### config.mk
export PLATFORM = sky130hd
export DESIGN_NAME = uart_baud_gen
export DESIGN_NICKNAME = d
export VERILOG_FILES = /design/src/rtl/ubg_pkg.sv /design/src/rtl/ubg_edge_sync.sv /design/src/rtl/ubg_tick_src.sv /design/src/rtl/ubg_start_det.sv /design/src/rtl/ubg_reload_timer.sv /design/src/rtl/uart_baud_gen.sv
export SDC_FILE = /design/constraint.sdc
export NUM_CORES = 1
export LEC_CHECK = 0
export ABC_AREA = 1
export BUFFER_PORTS_ARGS = -buffer_cell sky130_fd_sc_hd__buf_4
export CORE_ASPECT_RATIO = 0.7
export CORE_MARGIN = 8
export CORE_UTILIZATION = 35
export DETAILED_ROUTE_END_ITERATION = 16
export PLACE_DENSITY = 0.5
export SLEW_MARGIN = 15
export SYNTH_ARGS = -nofsm -noshare
export SYNTH_HDL_FRONTEND = slang
export SYNTH_SLANG_ARGS = --single-unit
### constraint.sdc
create_clock -name clk -period 2.7 [get_ports clk]
set_input_delay 0.54 -clock clk [delete_from_list [all_inputs] [get_ports clk]]
set_output_delay 0.54 -clock clk [all_outputs]
set_load 0.01 [all_outputs]
### src/rtl/ubg_pkg.sv
package ubg_pkg;

    typedef enum logic [2:0] {
        SRC_SYS   = 3'd0,
        SRC_DIVA  = 3'd1,
        SRC_DIVB  = 3'd2,
        SRC_DIVC  = 3'd3,
        SRC_XOSC  = 3'd4,
        SRC_EXTIN = 3'd5,
        SRC_OFF6  = 3'd6,
        SRC_OFF7  = 3'd7
    } src_sel_e;

    typedef enum logic {
        SD_ARMED = 1'b0,
        SD_FRAME = 1'b1
    } sd_state_e;

endpackage

### src/rtl/ubg_edge_sync.sv
module ubg_edge_sync #(
    parameter logic IDLE_LEVEL = 1'b0,
    parameter int   STAGES     = 2
) (
    input  logic clk,
    input  logic rst_n,
    input  logic async_in,
    output logic level,
    output logic rise,
    output logic fall
);
    logic [STAGES-1:0] chain;
    logic              prev;

    always_ff @(posedge clk or negedge rst_n) begin
        if (!rst_n) begin
            chain <= {STAGES{IDLE_LEVEL}};
            prev  <= IDLE_LEVEL;
        end else begin
            chain <= {chain[STAGES-2:0], async_in};
            prev  <= chain[STAGES-1];
        end
    end

    assign level = chain[STAGES-1];
    assign rise  = level & ~prev;
    assign fall  = ~level & prev;
endmodule

### src/rtl/ubg_tick_src.sv
module ubg_tick_src
    import ubg_pkg::*;
#(
    parameter int DIV_A     = 4,
    parameter int DIV_B     = 12,
    parameter int DIV_C     = 48,
    parameter int XOSC_DIV  = 8
) (
    input  logic       clk,
    input  logic       rst_n,
    input  logic [2:0] clk_sel,
    input  logic       xosc_rise,
    input  logic       extin_rise,
    output logic       cnt_en
);
    localparam int PW = $clog2(DIV_C);
    localparam int XW = $clog2(XOSC_DIV);
    localparam int NDIV = 3;

    function automatic int div_of(input int idx);
        if (idx == 0) return DIV_A;
        if (idx == 1) return DIV_B;
        return DIV_C;
    endfunction

    logic [NDIV-1:0] pre_tick;

    for (genvar g = 0; g < NDIV; g++) begin : g_pre
        localparam int D = div_of(g);
        logic [PW-1:0] pcnt;
        always_ff @(posedge clk or negedge rst_n) begin
            if (!rst_n) begin
                pcnt        <= '0;
                pre_tick[g] <= 1'b0;
            end else if (pcnt == PW'(D - 1)) begin
                pcnt        <= '0;
                pre_tick[g] <= 1'b1;
            end else begin
                pcnt        <= pcnt + 1'b1;
                pre_tick[g] <= 1'b0;
            end
        end
    end

    logic [XW-1:0] xcnt;
    logic          xosc_tick;

    always_ff @(posedge clk or negedge rst_n) begin
        if (!rst_n) begin
            xcnt      <= '0;
            xosc_tick <= 1'b0;
        end else begin
            xosc_tick <= 1'b0;
            if (xosc_rise) begin
                if (xcnt == XW'(XOSC_DIV - 1)) begin
                    xcnt      <= '0;
                    xosc_tick <= 1'b1;
                end else begin
                    xcnt <= xcnt + 1'b1;
                end
            end
        end
    end

    src_sel_e sel;
    assign sel = src_sel_e'(clk_sel);

    always_comb begin
        unique case (sel)
            SRC_SYS:   cnt_en = 1'b1;
            SRC_DIVA:  cnt_en = pre_tick[0];
            SRC_DIVB:  cnt_en = pre_tick[1];
            SRC_DIVC:  cnt_en = pre_tick[2];
            SRC_XOSC:  cnt_en = xosc_tick;
            SRC_EXTIN: cnt_en = extin_rise;
            SRC_OFF6,
            SRC_OFF7:  cnt_en = 1'b0;
            default:   cnt_en = 1'b0;
        endcase
    end
endmodule

### src/rtl/ubg_start_det.sv
module ubg_start_det
    import ubg_pkg::*;
(
    input  logic clk,
    input  logic rst_n,
    input  logic line_fall,
    input  logic frame_idle,
    output logic start_force
);
    sd_state_e state_q, state_d;

    always_ff @(posedge clk or negedge rst_n) begin
        if (!rst_n) state_q <= SD_ARMED;
        else        state_q <= state_d;
    end

    always_comb begin
        state_d     = state_q;
        start_force = 1'b0;
        unique case (state_q)
            SD_ARMED: begin
                if (line_fall) begin
                    start_force = 1'b1;
                    state_d     = SD_FRAME;
                end
            end
            SD_FRAME: begin
                if (frame_idle) state_d = SD_ARMED;
            end
            default: state_d = SD_ARMED;
        endcase
    end
endmodule

### src/rtl/ubg_reload_timer.sv
module ubg_reload_timer #(
    parameter int W = 8
) (
    input  logic         clk,
    input  logic         rst_n,
    input  logic         run,
    input  logic         cnt_en,
    input  logic         force_load,
    input  logic [W-1:0] reload,
    output logic         baud_tick
);
    localparam logic [W-1:0] TOP = {W{1'b1}};

    logic [W-1:0] count;
    logic         half;

    always_ff @(posedge clk or negedge rst_n) begin
        if (!rst_n) begin
            count     <= '0;
            half      <= 1'b0;
            baud_tick <= 1'b0;
        end else if (!run || force_load) begin
            count     <= reload;
            half      <= 1'b0;
            baud_tick <= 1'b0;
        end else if (cnt_en) begin
            if (count == TOP) begin
                count     <= reload;
                half      <= ~half;
                baud_tick <= half;
            end else begin
                count     <= count + 1'b1;
                baud_tick <= 1'b0;
            end
        end else begin
            baud_tick <= 1'b0;
        end
    end
endmodule

### src/rtl/uart_baud_gen.sv
module uart_baud_gen #(
    parameter int W        = 8,
    parameter int DIV_A    = 4,
    parameter int DIV_B    = 12,
    parameter int DIV_C    = 48,
    parameter int XOSC_DIV = 8,
    parameter int SYNC_LEN = 2
) (
    input  logic         clk,
    input  logic         rst_n,
    input  logic [2:0]   clk_sel,
    input  logic         ext_osc,
    input  logic         ext_cnt,
    input  logic         tmr_en,
    input  logic [W-1:0] reload,
    input  logic         rx_pin,
    input  logic         frame_idle,
    output logic         tx_tick,
    output logic         rx_tick
);
    logic xosc_rise, xosc_fall, xosc_lvl;
    logic extin_rise, extin_fall, extin_lvl;
    logic rx_rise, rx_fall, rx_lvl;
    logic cnt_en;
    logic start_force;

    ubg_edge_sync #(.IDLE_LEVEL(1'b0), .STAGES(SYNC_LEN)) u_sync_xosc (
        .clk(clk), .rst_n(rst_n), .async_in(ext_osc),
        .level(xosc_lvl), .rise(xosc_rise), .fall(xosc_fall)
    );

    ubg_edge_sync #(.IDLE_LEVEL(1'b0), .STAGES(SYNC_LEN)) u_sync_extin (
        .clk(clk), .rst_n(rst_n), .async_in(ext_cnt),
        .level(extin_lvl), .rise(extin_rise), .fall(extin_fall)
    );

    ubg_edge_sync #(.IDLE_LEVEL(1'b1), .STAGES(SYNC_LEN)) u_sync_rx (
        .clk(clk), .rst_n(rst_n), .async_in(rx_pin),
        .level(rx_lvl), .rise(rx_rise), .fall(rx_fall)
    );

    ubg_tick_src #(
        .DIV_A(DIV_A), .DIV_B(DIV_B), .DIV_C(DIV_C), .XOSC_DIV(XOSC_DIV)
    ) u_src (
        .clk(clk), .rst_n(rst_n), .clk_sel(clk_sel),
        .xosc_rise(xosc_rise), .extin_rise(extin_rise), .cnt_en(cnt_en)
    );

    ubg_start_det u_start (
        .clk(clk), .rst_n(rst_n), .line_fall(rx_fall),
        .frame_idle(frame_idle), .start_force(start_force)
    );

    ubg_reload_timer #(.W(W)) u_tx_tmr (
        .clk(clk), .rst_n(rst_n), .run(tmr_en), .cnt_en(cnt_en),
        .force_load(1'b0), .reload(reload), .baud_tick(tx_tick)
    );

    ubg_reload_timer #(.W(W)) u_rx_tmr (
        .clk(clk), .rst_n(rst_n), .run(tmr_en), .cnt_en(cnt_en),
        .force_load(start_force), .reload(reload), .baud_tick(rx_tick)
    );
endmodule

After elaboration in Yosys (flattened, before gate mapping) --
Index checks and enable logic that the tools add are counted.
Operators by class: eq/ne operators 15, mux-type cells 32, bitwise gates (word level) 9, add/subtract/negate cells 6, reduce and logical (&&, ||, !) cells 8
Operator list (number):
- 2-to-1 mux 8 bit | 6
- 2-to-1 mux 1 bit | 20
- adder 6 x 1 -> 6 bit (second input constant) | 3
- 2-to-1 mux 6 bit | 3
- adder 8 x 1 -> 8 bit (second input constant) | 2
- equality test 8 bit (second input constant) | 2
- equality test 3 bit (second input constant) | 5
- one-hot mux 1 bit (7 select lines) | 1
- equality test 3 x 2 -> 1 bit (second input constant) | 2
- equality test 6 x 2 -> 1 bit (second input constant) | 1
- equality test 6 x 4 -> 1 bit (second input constant) | 1
- equality test 6 bit (second input constant) | 1
- inverter 1 bit | 6
- inequality test 2 x 1 -> 1 bit (second input constant) | 2
- AND reduction 2 bit | 2
- nonzero test 2 bit | 2
- adder 3 x 1 -> 3 bit (second input constant) | 1
- AND 1 bit | 3
- equality test 3 x 1 -> 1 bit (second input constant) | 1
- zero test 3 bit | 1
- 2-to-1 mux 3 bit | 1
- one-hot mux 1 bit (2 select lines) | 1
- OR reduction 2 bit | 1
- zero test 1 bit | 1
- logical OR 1 bit | 1
Word-level totals: word-level logic and storage cells 91, flip-flop bits (word level) 55, input port bits 18

Logic depth before layout (Yosys ltp) --
word-level depth 7, mapped depth 10, mapped depth without buffers 10

By module --
Synthesis repeated with hierarchy kept, for this count alone.
Second synthesis, totals: cells, all modules 353, area total of the unflattened synthesis 3002.9 um^2
Modules (own cells, without submodules):
- ubg_reload_timer | times used 2, area each 779.5 um^2, seq. area each 250.2 um^2, cells an instance 101
- ubg_tick_src | times used 1, area each 1113.6 um^2, seq. area each 625.6 um^2, cells an instance 122
- ubg_edge_sync (u_sync_extin ...) | times used 2, area each 90.1 um^2, seq. area each 75.1 um^2, cells an instance 7
- ubg_edge_sync (u_sync_rx) | times used 1, area each 93.8 um^2, seq. area each 78.8 um^2, cells an instance 7
- ubg_start_det | times used 1, area each 52.6 um^2, seq. area each 25.0 um^2, cells an instance 7
- uart_baud_gen | times used 1, area each 3.8 um^2, seq. area each 0.0 um^2, cells an instance 1

Worst setup path after synthesis --
OpenSTA, ideal clock, no wires.
path kind flip-flop to flip-flop, start point register u_rx_tmr.count[0], end point register u_rx_tmr.count[0], buffers on the path 0, required time 2.583 ns, stages on the path, launching flop included 8, path slack 1.336 ns, library setup time 0.117 ns, data arrival time 1.247 ns, cells stage by stage dfrtp_1 -> ha_1 -> nand3_1 -> nor2_1 -> nor2_2 -> nand2_1 -> nand3_1 -> nand2_1
Between the ends: longest elaborated chain between the ends 4, elaborated cells on any way between the ends 5, classes of those cells add/sub (1); eq/ne (1); mux (3)
Ends and longest elaborated chain:
- from (decl) | line ubg_reload_timer.sv:14 | logic [W-1:0] count;
- from (signal assigned) | line ubg_reload_timer.sv:23 | count <= reload;
- from (signal assigned) | line ubg_reload_timer.sv:28 | count <= reload;
- from (signal assigned) | line ubg_reload_timer.sv:32 | count <= count + 1'b1;
- adder 8 x 1 -> 8 bit / equality test 8 bit (equally long branches) | line ubg_reload_timer.sv:32, ubg_reload_timer.sv:27
- 2-to-1 mux 8 bit (*) | line ubg_reload_timer.sv:27 | if (count == TOP) begin
- 2-to-1 mux 8 bit (*) | line ubg_reload_timer.sv:26 | end else if (cnt_en) begin
- 2-to-1 mux 8 bit (*) | line ubg_reload_timer.sv:22 | end else if (!run || force_load) begin
Every way passes the cells marked *; elsewhere a longest branch is shown, timed or not. The select of a mux whose other input is x is not followed. A chain may end at the register's enable or synchronous reset.

Final worst setup path --
start point register u_tx_tmr.count[0], end point register u_tx_tmr.count[5]
Between the ends: longest elaborated chain between the ends 4, elaborated cells on any way between the ends 5, classes of those cells add/sub (1); eq/ne (1); mux (3)
Ends and longest elaborated chain (line):
- from (decl) | ubg_reload_timer.sv:14
- from (signal assigned) | ubg_reload_timer.sv:23
- from (signal assigned) | ubg_reload_timer.sv:28
- from (signal assigned) | ubg_reload_timer.sv:32
- adder 8 x 1 -> 8 bit / equality test 8 bit (equally long branches) | ubg_reload_timer.sv:32, ubg_reload_timer.sv:27
- 2-to-1 mux 8 bit (*) | ubg_reload_timer.sv:27
- 2-to-1 mux 8 bit (*) | ubg_reload_timer.sv:26
- 2-to-1 mux 8 bit (*) | ubg_reload_timer.sv:22
Marks and branches as above.

==> results.sh <==
export IMPL_nets=370
export IMPL_min_path_type="in2async"
export IMPL_synth_ff_type="dfrtp_1"
export IMPL_grt_pass1_wl_um=9340
export IMPL_placementRows=26
export IMPL_start_kind="flop"
export IMPL_total_power_w=0.00178
export IMPL_maxSlewViolCount=0
export IMPL_layout_drive_gt1_share_pct=12.4
export IMPL_outcome="finished, final reports clean"
export IMPL_postCtsSetupBuffers=0
export IMPL_syn2layout_area_growth_pct=12.7
export IMPL_crit_fanout=11
export IMPL_finalSetupViolations=0
export IMPL_ys_async_sr_fraction_pct=100
export IMPL_die_width_um=120
export IMPL_arrival_ns=1.83
export IMPL_maxCapViolCount=0
export IMPL_antenna_found_initial=0
export IMPL_cts_buffers=5
export IMPL_gr_total_overflow=0
export IMPL_core_area_sq_um=7350
export IMPL_grt_max_degree=56
export IMPL_syn_area_sq_um=2670
export IMPL_cts_resized=0
export IMPL_antenna_cells=0
export IMPL_avgSynthCellArea_sq_um=8.29
export IMPL_grt_usage_pct=10.8
export IMPL_ant_nets=0
export IMPL_finalWirelength_um=5180
export IMPL_maxSlewHeadroom_pct=54.6
export IMPL_p_leak_nw=1.56
export IMPL_rsz0062_at_grt="no"
export IMPL_cts_root_buf="clkbuf_8"
export IMPL_fmax_mhz=614
export IMPL_min_period_ns=1.63
export IMPL_cts_tree="built"
export IMPL_end_kind="flop"
export IMPL_yosys_warnings=0
export IMPL_fin_worst_skew_ns=0.0118
export IMPL_post_route_drc_count=0
export IMPL_drt_iter0_drc=230
export IMPL_tns_ns=0
export IMPL_layout_commonest_cell="nand2_1"
export IMPL_via_per_inst=4.48
export IMPL_r2r_cells=9
export IMPL_min_period_over_period_pct=60.3
export IMPL_grt_pass1_vias=1927
export IMPL_drt_pass1_iter_count=6
export IMPL_clkTransAtPathRegs_ns=0.10
export IMPL_dp_hpwl_um=3800
export IMPL_pwr_density_cell_nw_per_um2=593
export IMPL_vias=1990
export IMPL_cts_sinks=55
export IMPL_cp_data_required_time_ns=2.90
export IMPL_path_class="reg2reg"
export IMPL_ir_drop_v=0.000239
export IMPL_clkLatencyLatePin_ns=0.31
export IMPL_clock_path_buffers=2
export IMPL_dieArea_sq_um=10700
export IMPL_final_cell_mix="nand2_1, dfrtp_1, inv_1"
export IMPL_h_tree_depth=2
export IMPL_hold_viol=0
export IMPL_worst_pin_slew_ns=0.682
export IMPL_synthDistinctLibCells=26
export IMPL_port_buffers=19
export IMPL_syn_nets=347
export IMPL_hold_buffers=0
export IMPL_ys_seq_elements=55
export IMPL_synthCells=322
export IMPL_dieHeight_um=89.1
export IMPL_place_congestion=0.775
export IMPL_pin_count=20
export IMPL_synth_seq_area_share_pct=51.7
export IMPL_start_util_pct=36.3
export IMPL_avgRoutedWirePerCell_um=11.7
export IMPL_synth_edff_count=0
-- worst max-delay path, stage by stage, from the launching register on --
cell and delay (ns):
dfrtp_1 0.43, ha_1 0.24, nand2_2 0.11, nor2_4 0.05, nand2_2 0.08, nand2_2 0.13, inv_1 0.21, nand3_1 0.11
nand3_1 0.11, nand2_1 0.06
-- synth_stat cells (4+ instances only) --
cell	n	area (sq um)
xor2_1	9	78.8
nor3_1	4	20.0
o21ai_0	6	30.0
or2_2	4	25.0
nand2_1	102	383
nand4_1	5	31.3
o21ai_1	5	25.0
nor2_1	20	75.1
ha_1	7	87.6
nand3_1	37	185
inv_1	43	161
a21oi_1	5	25.0
dfrtp_1	52	1300
-- logic make-up after synthesis --
family          Yosys count  synth area share (%)
flops                    55                  51.7
buf+inv                  48                  7.31
xor+xnor                 12                  3.94
compound gates           20                  4.45
fa+ha+maj                 7                  3.28
simple gates            180                  29.3
-- final timing paths --
check	startpoint	to	slack [ns]
worst max register to register	u_tx_tmr.count[0]$_DFFE_PN0P_	u_tx_tmr.count[5]$_DFFE_PN0P_	1.07
worst min register to register	u_sync_extin.chain[0]$_DFF_PN0_	u_sync_extin.chain[1]$_DFF_PN0_	0.36
worst min-delay path	rst_n	u_src.g_pre[0].pcnt[3]$_DFF_PN0_	0.26
worst max-delay path	u_tx_tmr.count[0]$_DFFE_PN0P_	u_tx_tmr.count[5]$_DFFE_PN0P_	1.07
min in group clk	ext_osc	u_sync_xosc.chain[0]$_DFF_PN0_	0.33
max in group asynchronous	rst_n	u_src.pre_tick[2]$_DFF_PN0_	1.99
-- stage by stage --
| step | hold WS (ns) | std cells | utilization (%) | instance area, sq um | setup slack [ns] |
|---|---|---|---|---|---|
| global route | 0.308 | 444 | 40.9 | 3010 | 0.860 |
| CTS | 0.295 | 444 | 40.9 | 3010 | 1.07 |
| finish | 0.263 | 444 | 40.9 | 3010 | 1.07 |
| global placement | 0.333 | 436 | 39.6 | 2910 | 0.946 |
| floorplan | 0.244 | 322 | - | 2670 | 1.34 |
| detailed placement | 0.336 | 436 | 39.6 | 2910 | 0.905 |
-- sequential cells by signal, summed over array words and instances (netlist names), 2 cells and up --
signal and cells:
u_src.g_pre.pcnt 18, u_src.xcnt 3, u_sync_extin.chain 2, u_sync_rx.chain 2
u_tx_tmr.count 8, u_sync_xosc.chain 2, u_rx_tmr.count 8, u_src.pre_tick 3
-- where the power goes --
part / total [W] / switching, W / internal [W]
registers: 0.000983 / 0.0000809 / 0.000902
clock network: 0.000486 / 0.000276 / 0.000210
logic: 0.000314 / 0.000188 / 0.000126
-- layout make-up --
cell class / count / area (sq um)
clock buffers: 6 / 82.6
clock inverters: 2 / 16.3
fillers: 751 / 4340
inverters: 45 / 169
multi-input cells: 219 / 1090
flip-flops and latches: 55 / 1380
well taps: 98 / 123
repair buffers: 19 / 143
-- layer usage --
layer  track usage [%]  wire length (um)  vias to the layer above
met3              2.65               232                        4
met2              15.1              2130                       37
li1                  -                 -                     1055
met1              15.8              2770                      894
met5                 0                 0                        -
met4              3.50                54                        0
No activity file was read; power rests on OpenSTA's default activity.
